==> src/rtl/afc_pkg.sv <==
// Package: shared widths and the master clock source encoding for the
// fractional audio clock generator.
package afc_pkg;

    // Source select codes; only SRC_OTHER picks the opposite direction.
    typedef enum logic [1:0] {
        SRC_LOCAL  = 2'b00,
        SRC_RSVD_A = 2'b01,
        SRC_OTHER  = 2'b10,
        SRC_RSVD_B = 2'b11
    } afc_src_e;

endpackage

==> src/rtl/afc_cfg_watch.sv <==
// Module: afc_cfg_watch
// Registers the rate and divide settings, flags any change, and derives the
// clamped numerator and the halt condition used by the rate divider.
// Assumes: settings are quasi-static; a change costs one restart cycle.
module afc_cfg_watch #(
    parameter int RATE_W = 8,
    parameter int DIV_W  = 8
) (
    input  logic              clk,
    input  logic              rst_n,
    input  logic [RATE_W-1:0] cfg_x,
    input  logic [RATE_W-1:0] cfg_y,
    input  logic [DIV_W-1:0]  cfg_bdiv,
    output logic              chg,
    output logic              halt,
    output logic [RATE_W-1:0] x_eff,
    output logic [RATE_W-1:0] y_q,
    output logic [DIV_W-1:0]  bdiv_q
);

    logic [RATE_W-1:0] x_q;

    // Hold the settings seen at the last edge.
    always_ff @(posedge clk) begin
        if (!rst_n) begin
            x_q    <= '0;
            y_q    <= '0;
            bdiv_q <= '0;
        end else begin
            x_q    <= cfg_x;
            y_q    <= cfg_y;
            bdiv_q <= cfg_bdiv;
        end
    end

    // Detect a setting change and derive the effective rate controls.
    always_comb begin
        chg   = (cfg_x != x_q) || (cfg_y != y_q) || (cfg_bdiv != bdiv_q);
        halt  = (x_q == '0) || (y_q == '0);
        x_eff = (x_q > y_q) ? y_q : x_q;
    end

endmodule

==> src/rtl/afc_phase_acc.sv <==
// Module: afc_phase_acc
// Fractional rate divider: adds the numerator each reference cycle and,
// whenever the sum reaches the denominator, subtracts it and emits a tick.
// Each tick toggles the master clock level; the rising toggle yields the
// master enable pulse. Assumes x_eff <= y_q (clamped upstream).
module afc_phase_acc #(
    parameter int RATE_W = 8
) (
    input  logic              clk,
    input  logic              rst_n,
    input  logic              clr,
    input  logic              halt,
    input  logic [RATE_W-1:0] x_eff,
    input  logic [RATE_W-1:0] y_q,
    output logic              mclk_en,
    output logic              mclk_lvl
);

    localparam int SUM_W = RATE_W + 1;

    logic [RATE_W-1:0] acc;
    logic [SUM_W-1:0]  sum;
    logic [SUM_W-1:0]  wrap;
    logic              tick;

    // Next phase and tick decision.
    always_comb begin
        sum  = {1'b0, acc} + {1'b0, x_eff};
        wrap = sum - {1'b0, y_q};
        tick = !halt && (sum >= {1'b0, y_q});
    end

    // Advance the phase, toggle the master level and form the enable.
    always_ff @(posedge clk) begin
        if (!rst_n || clr) begin
            acc      <= '0;
            mclk_lvl <= 1'b0;
            mclk_en  <= 1'b0;
        end else if (halt) begin
            acc      <= '0;
            mclk_en  <= 1'b0;
        end else begin
            acc      <= tick ? wrap[RATE_W-1:0] : sum[RATE_W-1:0];
            mclk_lvl <= mclk_lvl ^ tick;
            mclk_en  <= tick && !mclk_lvl;
        end
    end

endmodule

==> src/rtl/afc_src_mux.sv <==
// Module: afc_src_mux
// Chooses which master enable steps the bit divider. Only the opposite
// direction code routes alt_en; every other code keeps the local enable.
module afc_src_mux
    import afc_pkg::*;
(
    input  logic [1:0] src_sel,
    input  logic       local_en,
    input  logic       alt_en,
    output logic       step
);

    // Pick the stepping enable.
    always_comb begin
        if (afc_src_e'(src_sel) == SRC_OTHER) step = alt_en;
        else                                  step = local_en;
    end

endmodule

==> src/rtl/afc_bit_div.sv <==
// Module: afc_bit_div
// Integer bit divider: counts 0..div_m1 on each step, emits a period start
// pulse on wrap, and drives the bit clock low for the first floor(N/2)
// counts and high for the rest (N = div_m1 + 1).
module afc_bit_div #(
    parameter int DIV_W = 8
) (
    input  logic             clk,
    input  logic             rst_n,
    input  logic             clr,
    input  logic             step,
    input  logic [DIV_W-1:0] div_m1,
    output logic             bclk_en,
    output logic             bclk_lvl
);

    localparam int LOW_W = DIV_W + 1;

    logic [DIV_W-1:0] cnt;
    logic [DIV_W-1:0] cnt_nxt;
    logic             at_end;
    logic [LOW_W-1:0] low_len;

    // Next count and low phase length.
    always_comb begin
        at_end  = (cnt == div_m1);
        cnt_nxt = at_end ? '0 : cnt + 1'b1;
        low_len = ({1'b0, div_m1} + 1'b1) >> 1;
    end

    // Step the counter and update the bit clock level.
    always_ff @(posedge clk) begin
        if (!rst_n || clr) begin
            cnt      <= '0;
            bclk_en  <= 1'b0;
            bclk_lvl <= 1'b0;
        end else if (step) begin
            cnt      <= cnt_nxt;
            bclk_en  <= at_end;
            bclk_lvl <= ({1'b0, cnt_nxt} >= low_len);
        end else begin
            bclk_en  <= 1'b0;
        end
    end

endmodule

==> src/rtl/afc_clkgen.sv <==
// Module: afc_clkgen (top)
// Fractional audio clock generator: rate divider (ref * X/Y / 2) followed by
// a (B+1) bit divider, with a selectable master source. Single clock domain;
// all outputs are enables or levels in the reference domain.
module afc_clkgen #(
    parameter int RATE_W = 8,
    parameter int DIV_W  = 8
) (
    input  logic              clk,
    input  logic              rst_n,
    input  logic [RATE_W-1:0] cfg_x,
    input  logic [RATE_W-1:0] cfg_y,
    input  logic [DIV_W-1:0]  cfg_bdiv,
    input  logic [1:0]        src_sel,
    input  logic              alt_mclk_en,
    output logic              mclk_en,
    output logic              mclk_out,
    output logic              bclk_en,
    output logic              bclk_out
);

    logic              cfg_chg;
    logic              halt;
    logic [RATE_W-1:0] x_eff;
    logic [RATE_W-1:0] y_q;
    logic [DIV_W-1:0]  bdiv_q;
    logic              step;

    afc_cfg_watch #(.RATE_W(RATE_W), .DIV_W(DIV_W)) i_watch (
        .clk(clk), .rst_n(rst_n), .cfg_x(cfg_x), .cfg_y(cfg_y),
        .cfg_bdiv(cfg_bdiv), .chg(cfg_chg), .halt(halt), .x_eff(x_eff),
        .y_q(y_q), .bdiv_q(bdiv_q)
    );

    afc_phase_acc #(.RATE_W(RATE_W)) i_acc (
        .clk(clk), .rst_n(rst_n), .clr(cfg_chg), .halt(halt),
        .x_eff(x_eff), .y_q(y_q), .mclk_en(mclk_en), .mclk_lvl(mclk_out)
    );

    afc_src_mux i_mux (
        .src_sel(src_sel), .local_en(mclk_en), .alt_en(alt_mclk_en),
        .step(step)
    );

    afc_bit_div #(.DIV_W(DIV_W)) i_bdiv (
        .clk(clk), .rst_n(rst_n), .clr(cfg_chg), .step(step),
        .div_m1(bdiv_q), .bclk_en(bclk_en), .bclk_lvl(bclk_out)
    );

endmodule

==> config.mk <==
export PLATFORM = sky130hd
export DESIGN_NAME = afc_clkgen
export DESIGN_NICKNAME = d
export VERILOG_FILES = /design/src/rtl/afc_pkg.sv /design/src/rtl/afc_cfg_watch.sv /design/src/rtl/afc_phase_acc.sv /design/src/rtl/afc_src_mux.sv /design/src/rtl/afc_bit_div.sv /design/src/rtl/afc_clkgen.sv
export SDC_FILE = /design/constraint.sdc
export NUM_CORES = 1
export LEC_CHECK = 0
export BUFFER_PORTS_ARGS = -buffer_cell sky130_fd_sc_hd__buf_2
export CELL_PAD_IN_SITES_DETAIL_PLACEMENT = 0
export CELL_PAD_IN_SITES_GLOBAL_PLACEMENT = 1
export CORE_ASPECT_RATIO = 1.25
export CORE_MARGIN = 2
export CORE_UTILIZATION = 49
export CTS_CLUSTER_DIAMETER = 40
export CTS_CLUSTER_SIZE = 14
export DETAILED_ROUTE_END_ITERATION = 10
export PLACE_DENSITY_LB_ADDON = 0.05
export SETUP_SLACK_MARGIN = 0.02
export SKIP_CTS_REPAIR_TIMING = 1
export SLEW_MARGIN = 5
export SYNTH_ARGS = -nofsm -noshare
export SYNTH_HDL_FRONTEND = slang
export SYNTH_SLANG_ARGS = --single-unit
==> constraint.sdc <==
create_clock -name clk -period 7.9 [get_ports clk]
set_input_delay 0.395 -clock clk [delete_from_list [all_inputs] [get_ports clk]]
set_output_delay 0.395 -clock clk [all_outputs]
set_load 0.02 [all_outputs]
==> results of run 1 <==
==> cell type report <==
cell class	count	share of cell area
clock buffers	5	0.0198
well taps	85	0.0305
multi-input cells	284	0.616
inverters	18	0.0194
repair buffers	33	0.0481
flip-flops and latches	44	0.253
clock inverters	3	0.0137
==> registers in the layout (all words and copies together), names as in the netlist <==
| signal | flops |
|---|---|
| i_acc.mclk_lvl | 1 |
| i_bdiv.bclk_lvl | 1 |
| i_watch.y_q | 8 |
| i_watch.bdiv_q | 8 |
| i_acc.mclk_en | 1 |
| i_bdiv.bclk_en | 1 |
| i_bdiv.cnt | 8 |
| i_acc.acc | 8 |
| i_watch.x_q | 8 |
==> layout by cell type, fill, tap and decap left out, types with 3 or more instances in the layout <==
master / n
xnor2_1: 30
nor3_1: 9
dfxtp_1: 44
ha_1: 36
nor4_1: 9
buf_2: 32
nand2b_1: 6
mux2_1: 8
a21o_1: 4
nand2_1: 8
nand4_1: 11
o21a_1: 3
clkbuf_8: 5
o21ai_0: 6
nand3_1: 11
nor2b_1: 5
xor2_1: 22
inv_1: 18
o21ai_1: 3
mux2i_1: 8
and2_1: 25
nor2_1: 31
a21oi_1: 19
==> worst register-to-register path, delay by kind of cell (launching register included) <==
family	cells	cell delay [ns]
AO/OA/AOI/OAI	9	1.98
XOR/XNOR	1	0.20
adder cells (fa/ha/maj)	5	1.50
buffers and inverters	2	0.18
flip-flops	1	0.42
multiplexers	1	0.28
AND/OR/NAND/NOR	4	0.54
==> logic make-up after synthesis <==
group	after synthesis	share of synthesized area
and+or+nand+nor	127	0.216
xor gates and xnor gates	52	0.144
AOI/OAI and AO/OA	50	0.106
DFF	44	0.279
adders and majority gates	38	0.155
buffers and inverters	30	0.0416
muxes	17	0.0575
==> cell usage after synthesis, types with 3 or more instances <==
cell type,n,share of area
nand4_1,11,0.022
buf_2,3,0.0048
nor2b_1,5,0.0099
a21o_1,4,0.0095
nor4_1,9,0.018
dfxtp_1,44,0.28
clkbuf_1,7,0.0083
a21oi_1,19,0.030
o21ai_1,3,0.0048
nand2_1,8,0.0095
nand3_1,11,0.017
nor3_1,9,0.014
xor2_1,22,0.061
and2_1,25,0.050
o21ai_0,6,0.0095
xnor2_1,30,0.083
nand2b_1,6,0.012
inv_1,18,0.021
mux2i_1,8,0.025
ha_1,36,0.14
nor2_1,31,0.037
mux2_1,8,0.029
o21a_1,3,0.0071
==> worst paths after layout <==
path | endpoint | slack (ns) | cells past startpoint
hold / removal | i_watch.x_q[1] | 0.31 | 2
setup / recovery | i_acc.mclk_lvl | 2.70 | 22
setup reg to reg | i_acc.mclk_lvl | 2.70 | 22
hold reg to reg | i_bdiv.bclk_lvl | 0.47 | 2
==> metal layers <==
metal | up-vias | routed length [um]
li1 | 1298 | -
met1 | 1160 | 3120
met2 | 34 | 3670
met3 | 9 | 141
met4 | 0 | 121
met5 | - | 0
==> stage by stage <==
stage	utilization	setup slack, ns	std cells	total power [uW]
global placement	0.542	2.91	464	389
floorplan	-	3.23	358	356
finish	0.561	2.70	472	563
global route	0.561	2.30	472	596
CTS	0.561	2.68	472	570
detailed placement	0.542	2.72	464	389
==> power by group <==
part	switching [uW]	total [uW]	internal [uW]
registers	11.2	239	228
clock network	84.2	180	95.3
logic	76.5	144	67.4
==> summary.txt, run 1 <==
Synthesis
  • Synth Flop Type: dfxtp_1
  • Ys Warns: 0
  • Mean Syn Cell Area: 8.81 um2
  • Number of synthesized register bits: 44
  • FFs w/ async S/R, synth: 0
  • Mapped Area: 0.00316 mm2
  • Synth Net Count: 425
  • Post-Syn Instances: 358
  • Synth unique cells: 48
  • Sequential share of the synthesized area: 0.279
  • Post-synth EDFFs: 0

Placement
  • IO Port Bufs: 32
  • Dpl cell area: around 0.0034 mm2
  • DP Wirelength: about 5800 um
  • Final GP Congestion: 0.810

Floorplanning
  • Rows: 32
  • Die height: 93.7 um
  • I/O pins: 33
  • DIE WIDTH: roughly 76 um
  • Initial Utilization: 0.508
  • Core area: 0.00621 mm2
  • Die Area: 0.00710 mm2

Cells and area
  • Area of the multi-input gates: about 0.0021 mm2
  • FF/Latch Area: 881 um2
  • Fin nets: 453
  • Finished Cell Area: around 0.0035 mm2
  • Ant diodes: 0
  • Share of post-route cells with drive strength above 1: 0.124
  • Fill cells: 618
  • Layout area overhead: 10.3%

Timing
  • Post-layout minimum cycle time: 5.20 ns
  • Clock skew: 0.00709 ns
  • RSZ-0062 raised after global routing: false
  • Setup TNS: 0 ns
  • Final slew viol count: 0
  • Slew HR: 0.393
  • Final period util: 0.658
  • Hold_ws: 0.313 ns
  • Highest Clock Rate: about 190 MHz
  • Least-Margin Pin Slew: 0.907 ns
  • Final setup viols: 0
  • Final Hold Viols: 0

Flow run
  • Max cap viols: 0

Routing
  • Post-route ant nets: 0
  • Via count: 2501
  • Initial DRT Pass Iterations: 4
  • Routed vias/inst: 5.30
  • Final WL: 7050 um
  • Drt drc: 0
  • Avg WL per Cell: 14.9 um
  • Initial DRC Count: 78

Global routing
  • Busiest grt layer: met2
  • Pin count of the biggest net entering global routing: 26
  • First-pass GRT wire length: 11800 um
  • GRT Overall Usage: 0.220
  • Initial antenna violation count: 0
  • M1 GR Usage: 0.260
  • Routing usage on met2: 0.400
  • Met3 Track Usage GR: 0.0311
  • GRT overflow: 0
  • Vias in the first global route: 2521

Critical path
  • Buffers and inverters on the worst path: 2
  • Cells along the critical path: inv_1 -> ha_1 -> nor2b_1 -> o21a_1 -> o21ai_1 -> a21oi_1 -> o22a_1 -> mux2_1 -> ha_1 -> inv_1 -> fa_1 -> nand2b_1 -> a21oi_1 -> nor2_1 -> xnor2_1 -> ha_1 -> nand4_1 -> a21oi_1 -> o31a_1 -> o311a_1 -> ha_1 -> a311oi_1
  • Cell family with most CP delay: compound AO/OA/AOI/OAI gates
  • CP max FO: 9
  • Setup crit start kind: register
  • CP Capture Type: register
  • Worst reg2reg startpoint: i_watch.y_q[1]
  • Most used cell, CP: ha_1
  • Crit path largest cell delay: 0.48 ns
  • Worst EP arrival: 5.40 ns
  • Slowest-stage cell, CP: o311a_1
  • Crit path required time: 8.10 ns
  • Critical path class: register to register
  • Setup crit start: i_watch.y_q[1]

Clock network
  • CTS Buf Count: 5
  • Clock latency at the later pin of the worst-skew pair: 0.30 ns
  • CTS sink count: 44
  • Max clock buf depth: 2
  • Worst-path clk slew: 0.09 ns
  • TritonCTS clock tree: built
  • H-tree depth: 2
  • Root Buffer: clkbuf_8

Pwr
  • Maximum vdd ir drop: around 77 uV
  • P per Cell Area: 162 mW/mm2
  • Leakage: 0.00152 uW

Hold path
  • Min-Delay Path Class: input port to register
  • Worst Hold Launch: cfg_x[1]

Run status
  • Status: finished, final reports clean
Note: power is estimated with default switching activity, not from simulation.
==> run 2, diff against run 1 <==
--- a/config.mk
+++ b/config.mk
@@ -10,7 +10,7 @@
 export CELL_PAD_IN_SITES_GLOBAL_PLACEMENT = 1
 export CORE_ASPECT_RATIO = 1.25
 export CORE_MARGIN = 2
-export CORE_UTILIZATION = 49
+export CORE_UTILIZATION = 45
 export CTS_CLUSTER_DIAMETER = 40
 export CTS_CLUSTER_SIZE = 14
 export DETAILED_ROUTE_END_ITERATION = 10
==> constraint.sdc (replaced) <==
create_clock -name clk -period 5 [get_ports clk]
set_input_delay 0.25 -clock clk [delete_from_list [all_inputs] [get_ports clk]]
set_output_delay 0.25 -clock clk [all_outputs]
set_load 0.02 [all_outputs]
==> run 2 against run 1 <==
Maximum frequency up 12%. Critical path type unchanged. Worst hold slack got worse by 0.14 ns. Critical endpoint unchanged. Largest cell class unchanged. Global-route usage shrank 0.88 points. Power up 63%. Routed wire length rose by 6.4%. Count of clock-buffer cells in the layout stayed put.
==> summary.txt, run 2 (same netlist as run 1, synthesis figures left out) <==
Run status
  • Status: finished, final reports clean (unchanged)

Clock network
  • Max clock buf depth: 2 (unchanged)
  • H-tree depth: 2 (unchanged)
  • TritonCTS clock tree: built (unchanged)
  • Worst-path clk slew: 0.09 ns (about the same)
  • CTS Buf Count: 5 (unchanged)
  • Root Buffer: clkbuf_8 (unchanged)
  • CTS sink count: 44 (unchanged)
  • Clock latency at the later pin of the worst-skew pair: 0.30 ns (about the same)

Floorplanning
  • I/O pins: 33 (unchanged)
  • Initial Utilization: 0.458 (was 0.508)
  • Rows: 34 (was 32)
  • DIE WIDTH: 78.9 um (was 75.8 um)
  • Die Area: 0.00770 mm2 (was 0.00710 mm2)
  • Die height: 97.6 um (was 93.7 um)
  • Core area: 0.00689 mm2 (was 0.00621 mm2)

Timing
  • Final slew viol count: 0 (unchanged)
  • Slew HR: 0.372 (was 0.393)
  • Clock skew: 0.00868 ns (was 0.00709 ns)
  • Final Hold Viols: 0 (unchanged)
  • Highest Clock Rate: 216 MHz (was 192 MHz)
  • Final period util: 0.927 (was 0.658)
  • Setup TNS: 0 ns (unchanged)
  • Final setup viols: 0 (unchanged)
  • Least-Margin Pin Slew: 0.938 ns (was 0.907 ns)
  • Final worst slack: 0.363 ns (was 2.70 ns)
  • Post-layout minimum cycle time: 4.64 ns (was 5.20 ns)

Critical path
  • CP Capture Type: register (unchanged)
  • RR Endpoint: i_acc.mclk_lvl (unchanged)
  • Slowest-stage cell, CP: fa_1 (was o311a_1)
  • Critical path class: register to register (unchanged)
  • Crit path required time: 5.20 ns (was 8.10 ns)
  • R2R setup slack: 0.36 ns (was 2.70 ns)
  • Crit path largest cell delay: 0.39 ns (was 0.48 ns)
  • CP max FO: 5 (was 9)
  • Critical path endpoint: i_acc.mclk_lvl (unchanged)
  • Most used cell, CP: ha_1 (unchanged)
  • Setup crit start kind: register (unchanged)
  • Worst EP arrival: 4.84 ns (was 5.40 ns)
  • Cells along the critical path: inv_2 -> ha_1 -> nor2b_1 -> o21a_1 -> o21ai_1 -> a21oi_1 -> o22a_1 -> mux2_1 -> ha_1 -> inv_1 -> fa_1 -> nand2b_4 -> nand2b_1 -> a21oi_1 -> xnor2_1 -> ha_1 -> a211oi_2 -> nor3b_1 -> o31a_1 -> o311a_1 -> ha_1 -> a311oi_1 (was inv_1 -> ha_1 -> nor2b_1 -> o21a_1 -> o21ai_1 -> a21oi_1 -> o22a_1 -> mux2_1 -> ha_1 -> inv_1 -> fa_1 -> nand2b_1 -> a21oi_1 -> nor2_1 -> xnor2_1 -> ha_1 -> nand4_1 -> a21oi_1 -> o31a_1 -> o311a_1 -> ha_1 -> a311oi_1)
  • Worst-case reg-to-reg path depth: 22 (unchanged)
  • Worst reg2reg startpoint: i_watch.y_q[1] (unchanged)
  • Setup crit start: i_watch.y_q[1] (unchanged)

Pwr
  • Maximum vdd ir drop: 143 uV (was 77.3 uV)
  • P per Cell Area: 255 mW/mm2 (was 162 mW/mm2)
  • Leakage: 0.00156 uW (was 0.00152 uW)

Placement
  • Setup WS pre-CTS: 0.244 ns (was 2.72 ns)
  • IO Port Bufs: 32 (unchanged)
  • DP Wirelength: 5970 um (was 5750 um)
  • Final GP Congestion: 0.788 (was 0.810)
  • Dpl cell area: 0.00339 mm2 (was 0.00337 mm2)

Routing
  • Via count: 2568 (was 2501)
  • Drt drc: 0 (unchanged)
  • Routed vias/inst: 5.31 (was 5.30)
  • Avg WL per Cell: 15.5 um (was 14.9 um)
  • Post-route ant nets: 0 (unchanged)
  • Initial DRC Count: 72 (was 78)
  • Final WL: 7500 um (was 7050 um)
  • Initial DRT Pass Iterations: 4 (unchanged)

Global routing
  • Initial antenna violation count: 0 (unchanged)
  • Vias in the first global route: 2674 (was 2521)
  • GRT overflow: 0 (unchanged)
  • First-pass GRT wire length: 12800 um (was 11800 um)
  • GRT Overall Usage: 0.211 (was 0.220)
  • Pin count of the biggest net entering global routing: 26 (unchanged)

Cells and area
  • Most common library cell in the layout ignoring fill and taps: dfxtp_1 (unchanged)
  • Layout area overhead: 14.3% (was 10.3%)
  • Ant diodes: 0 (unchanged)
  • Fill cells: 706 (was 618)
  • Share of post-route cells with drive strength above 1: 0.168 (was 0.124)
  • Fin nets: 460 (was 453)
  • Finished Cell Area: 0.00361 mm2 (was 0.00348 mm2)
  • Area of the multi-input gates: 0.00220 mm2 (was 0.00214 mm2)
  • Most frequent cells in the layout: dfxtp_1, ha_1, buf_2 (unchanged)
  • FF/Latch Area: 890 um2 (was 881 um2)

Hold path
  • Min-Delay Path Class: input port to register (unchanged)

Flow run
  • Max cap viols: 0 (unchanged)
## run 2: cell types whose count changed in the layout (fill, tap and decap cells not counted), moves of 2 or more
cell      previous run  this run
buf_4                1         8
dfxtp_1             44        41
ha_1                36        33
ha_4                 0         3
a21oi_1             19        17
a21oi_2              1         3
clkinv_4             2         0
dfxtp_4              0         2
## run 2: cell type report
class                   instances  area share
flip-flops and latches         44       0.247
multi-input cells             284       0.610
repair buffers                 40      0.0611
clock buffers                   5      0.0191
clock inverters                 3      0.0128
inverters                      18      0.0187
well taps                      90      0.0312
## run 2: worst min-delay path by stage
stage | start | to | slack [ns] | depth (start not counted)
finish | cfg_x[1] | i_watch.x_q[1] | 0.17 | 2
detailed placement | i_bdiv.bclk_lvl | i_bdiv.bclk_lvl | 0.47 | 2
global placement | i_bdiv.bclk_lvl | i_bdiv.bclk_lvl | 0.46 | 2
floorplan | cfg_bdiv[0] | i_watch.bdiv_q[0] | 0.37 | 1
global route | cfg_x[2] | i_watch.x_q[2] | 0.16 | 2
CTS | cfg_x[1] | i_watch.x_q[1] | 0.17 | 2
## run 2: critical path, delay by kind of cell, from the launching register on
family	cells	cell delay [ns]
multiplexers	1	0.20
AND/OR/NAND/NOR	4	0.47
XOR/XNOR	1	0.23
buffers and inverters	2	0.11
flip-flops	1	0.38
adder cells (fa/ha/maj)	5	1.44
AO/OA/AOI/OAI	9	1.69
## run 2: where the power goes
| part | internal [uW] | leakage [uW] | switching [uW] |
|---|---|---|---|
| Clock | 151 | 0.0000548 | 138 |
| Sequential | 360 | 0.000362 | 17.2 |
| Combinational | 121 | 0.00114 | 131 |
## run 2: layer usage
| layer | track usage | vias up | wire length (um) |
|---|---|---|---|
| li1 | - | 1315 | - |
| met1 | 0.250 | 1213 | 3310 |
| met2 | 0.387 | 28 | 3880 |
| met3 | 0.0307 | 12 | 140 |
| met4 | 0.0650 | 0 | 168 |
| met5 | 0 | - | 0 |
## run 2: metrics by stage
| stage | cells | hold WS, ns | util | power, uW |
|---|---|---|---|---|
| 2_1_floorplan | 358 | 0.372 | - | 562 |
| 3_3_place_gp | 472 | 0.460 | 0.493 | 623 |
| 3_5_place_dp | 472 | 0.474 | 0.493 | 623 |
| 4_1_cts | 480 | 0.167 | 0.509 | 911 |
| 5_1_grt | 484 | 0.163 | 0.523 | 974 |
| 6_report | 484 | 0.169 | 0.523 | 918 |
==> run 3, diff against run 2 <==
--- a/config.mk
+++ b/config.mk
@@ -10,7 +10,8 @@
 export CELL_PAD_IN_SITES_GLOBAL_PLACEMENT = 1
 export CORE_ASPECT_RATIO = 1.25
 export CORE_MARGIN = 2
-export CORE_UTILIZATION = 45
+export CORE_UTILIZATION = 47
+export CTS_BUF_LIST = sky130_fd_sc_hd__clkbuf_4
 export CTS_CLUSTER_DIAMETER = 40
 export CTS_CLUSTER_SIZE = 14
 export DETAILED_ROUTE_END_ITERATION = 10
==> run 3 against run 2 <==
Count of clock-buffer cells in the layout stayed put. Worst hold slack worse by 0.070 ns. Maximum frequency decreased by 1.2%. Core utilization increased by 1.8 points. Non-clock buffer count increased by 1. Sequential cell count unchanged. Sequential share of layout area up 0.44 points. Global-route usage about the same. First-iteration DRC count is 26% higher. Power decreased by 6.1%. Critical endpoint unchanged. Largest cell class unchanged. Largest power group unchanged.
==> summary.txt, run 3 (same netlist as run 1, synthesis figures left out) <==
Run status
  • Status: finished, final reports clean (unchanged)

Critical path
  • Critical path class: register to register (unchanged)
  • RR Endpoint: i_acc.mclk_lvl (unchanged)
  • Slowest-stage cell, CP: dfxtp_4 (was fa_1)
  • CP Capture Type: register (unchanged)
  • Worst-case reg-to-reg path depth: 21 (was 22)
  • CP max FO: 8 (was 5)
  • R2R setup slack: 0.31 ns (was 0.36 ns)
  • Worst reg2reg startpoint: i_watch.y_q[1] (unchanged)
  • Crit path largest cell delay: 0.40 ns (was 0.39 ns)
  • Crit path required time: 5.28 ns (was 5.20 ns)
  • Setup crit start kind: register (unchanged)
  • Most used cell, CP: ha_1 (unchanged)
  • Cells along the critical path: inv_2 -> ha_1 -> nor2b_1 -> o21a_1 -> o21ai_1 -> a21oi_1 -> o22a_1 -> buf_4 -> mux2_1 -> ha_2 -> nand3_1 -> o211ai_1 -> nor2_1 -> xnor2_1 -> ha_1 -> nand4_1 -> a21oi_1 -> o31a_1 -> o311a_1 -> ha_1 -> a311oi_1 (was inv_2 -> ha_1 -> nor2b_1 -> o21a_1 -> o21ai_1 -> a21oi_1 -> o22a_1 -> mux2_1 -> ha_1 -> inv_1 -> fa_1 -> nand2b_4 -> nand2b_1 -> a21oi_1 -> xnor2_1 -> ha_1 -> a211oi_2 -> nor3b_1 -> o31a_1 -> o311a_1 -> ha_1 -> a311oi_1)
  • Worst EP arrival: 4.97 ns (was 4.84 ns)

Cells and area
  • Fill cells: 689 (was 706)
  • Share of post-route cells with drive strength above 1: 0.162 (was 0.168)
  • Ant diodes: 0 (unchanged)
  • Finished Cell Area: 0.00353 mm2 (was 0.00361 mm2)
  • Most common library cell in the layout ignoring fill and taps: dfxtp_1 (unchanged)
  • Fin nets: 461 (was 460)
  • FF/Latch Area: 887 um2 (was 890 um2)
  • Area of the multi-input gates: 0.00216 mm2 (was 0.00220 mm2)
  • Final core occ: 0.542 (was 0.523)
  • Layout area overhead: 12.0% (was 14.3%)
  • Most frequent cells in the layout: dfxtp_1, ha_1, buf_2 (unchanged)

Routing
  • Initial DRT Pass Iterations: 4 (unchanged)
  • Drt drc: 0 (unchanged)
  • Avg WL per Cell: 15.3 um (was 15.5 um)
  • M1 wire length: 3110 um (was 3310 um)
  • Routed vias/inst: 5.38 (was 5.31)
  • Post-route ant nets: 0 (unchanged)
  • Routed wl met2: 3880 um (about the same)
  • Final WL: 7360 um (was 7500 um)
  • Met3 WL post-DR: 177 um (was 140 um)
  • Initial DRC Count: 91 (was 72)
  • Via count: 2592 (was 2568)
  • Top routing layer used: met4 (unchanged)

Floorplanning
  • Die height: 95.6 um (was 97.6 um)
  • Initial Utilization: 0.484 (was 0.458)
  • Die Area: 0.00739 mm2 (was 0.00770 mm2)
  • DIE WIDTH: 77.3 um (was 78.9 um)
  • I/O pins: 33 (unchanged)
  • Core area: 0.00652 mm2 (was 0.00689 mm2)
  • Rows: 33 (was 34)

Timing
  • Setup TNS: 0 ns (unchanged)
  • Post-layout minimum cycle time: 4.69 ns (was 4.64 ns)
  • Final period util: 0.939 (was 0.927)
  • Highest Clock Rate: 213 MHz (was 216 MHz)
  • Final setup viols: 0 (unchanged)
  • Final slew viol count: 0 (unchanged)
  • Slew HR: 0.402 (was 0.372)
  • Least-Margin Pin Slew: 0.893 ns (was 0.938 ns)
  • RSZ-0062 raised after global routing: false
  • Hold_ws: 0.0988 ns (was 0.169 ns)
  • Clock skew: 0.00994 ns (was 0.00868 ns)
  • Final Hold Viols: 0 (unchanged)

Clock network
  • Worst-path clk slew: 0.15 ns (was 0.09 ns)
  • CTS sink count: 44 (unchanged)
  • TritonCTS clock tree: built (unchanged)
  • CTS Buf Count: 5 (unchanged)
  • Clock latency at the later pin of the worst-skew pair: 0.37 ns (was 0.30 ns)
  • Root Buffer: clkbuf_4 (was clkbuf_8)
  • H-tree depth: 2 (unchanged)
  • Max clock buf depth: 2 (unchanged)

Hold path
  • Worst Hold Launch: cfg_x[2] (was cfg_x[1])
  • Worst hold path endpoint: i_watch.x_q[2] (was i_watch.x_q[1])
  • WHS Path Cells: 2 (unchanged)
  • Min-Delay Path Class: input port to register (unchanged)

Global routing
  • Vias in the first global route: 2506 (was 2674)
  • Initial antenna violation count: 0 (unchanged)
  • Pin count of the biggest net entering global routing: 26 (unchanged)
  • GRT Overall Usage: 0.211 (about the same)
  • First-pass GRT wire length: 12000 um (was 12800 um)
  • GRT overflow: 0 (unchanged)

Placement
  • IO Port Bufs: 32 (unchanged)
  • Final GP Congestion: 0.847 (was 0.788)
  • Dpl cell area: 0.00339 mm2 (about the same)
  • DP Wirelength: 5900 um (was 5970 um)

Pwr
  • P per Cell Area: 244 mW/mm2 (was 255 mW/mm2)
  • Leakage: 0.00154 uW (was 0.00156 uW)
  • Maximum vdd ir drop: 169 uV (was 143 uV)

Flow run
  • Max cap viols: 0 (unchanged)
## run 3: cell count changes in the layout (fill, tap and decap cells not counted), moves of 2 or more
cell	before	now
clkinv_4	0	2
clkbuf_8	5	0
ha_4	3	0
ha_2	0	2
clkbuf_4	0	5
## run 3: worst max-delay path by stage
stage | start | endpoint | slack (ns) | cells after the start
5_1_grt | i_watch.y_q[1] | i_acc.mclk_lvl | 0.02 | 21
3_5_place_dp | i_watch.y_q[1] | i_acc.mclk_lvl | 0.22 | 21
4_1_cts | i_watch.y_q[1] | i_acc.mclk_lvl | 0.14 | 21
3_3_place_gp | i_watch.y_q[1] | i_acc.mclk_lvl | 0.25 | 21
6_report | i_watch.y_q[1] | i_acc.mclk_lvl | 0.31 | 21
2_1_floorplan | i_watch.y_q[1] | i_acc.mclk_lvl | 0.33 | 24
## run 3: power by group
group          switching (uW)  internal [uW]
logic                     128            120
clock network             130            107
registers                17.2            361
## run 3: through the flow
stage          std cells  power (uW)  setup WS, ns
4_1_cts              477         865         0.144
3_5_place_dp         469         626         0.219
2_1_floorplan        358         562         0.329
6_report             482         863         0.306
5_1_grt              482         917        0.0224
3_3_place_gp         469         624         0.253
## run 3: layout make-up
| class | count | share of cell area |
|---|---|---|
| inverters | 18 | 0.0191 |
| flip-flops and latches | 44 | 0.251 |
| clock buffers | 5 | 0.0106 |
| well taps | 87 | 0.0308 |
| clock inverters | 3 | 0.0135 |
| repair buffers | 41 | 0.0644 |
| multi-input cells | 284 | 0.610 |
## run 3: routing by layer
layer,global-route usage,up-vias
met2,0.407,41
met5,0,-
met1,0.236,1220
li1,-,1316
met3,0.0331,15
met4,0.0699,0
## run 3: critical path: cells and delay by family, from the launching register on
family / cells / cell delay, ns
xor+xnor: 1 / 0.21
fa+ha+maj: 4 / 1.26
simple gates: 4 / 0.41
flops: 1 / 0.40
buf+inv: 2 / 0.24
mux: 1 / 0.33
compound gates: 9 / 1.75
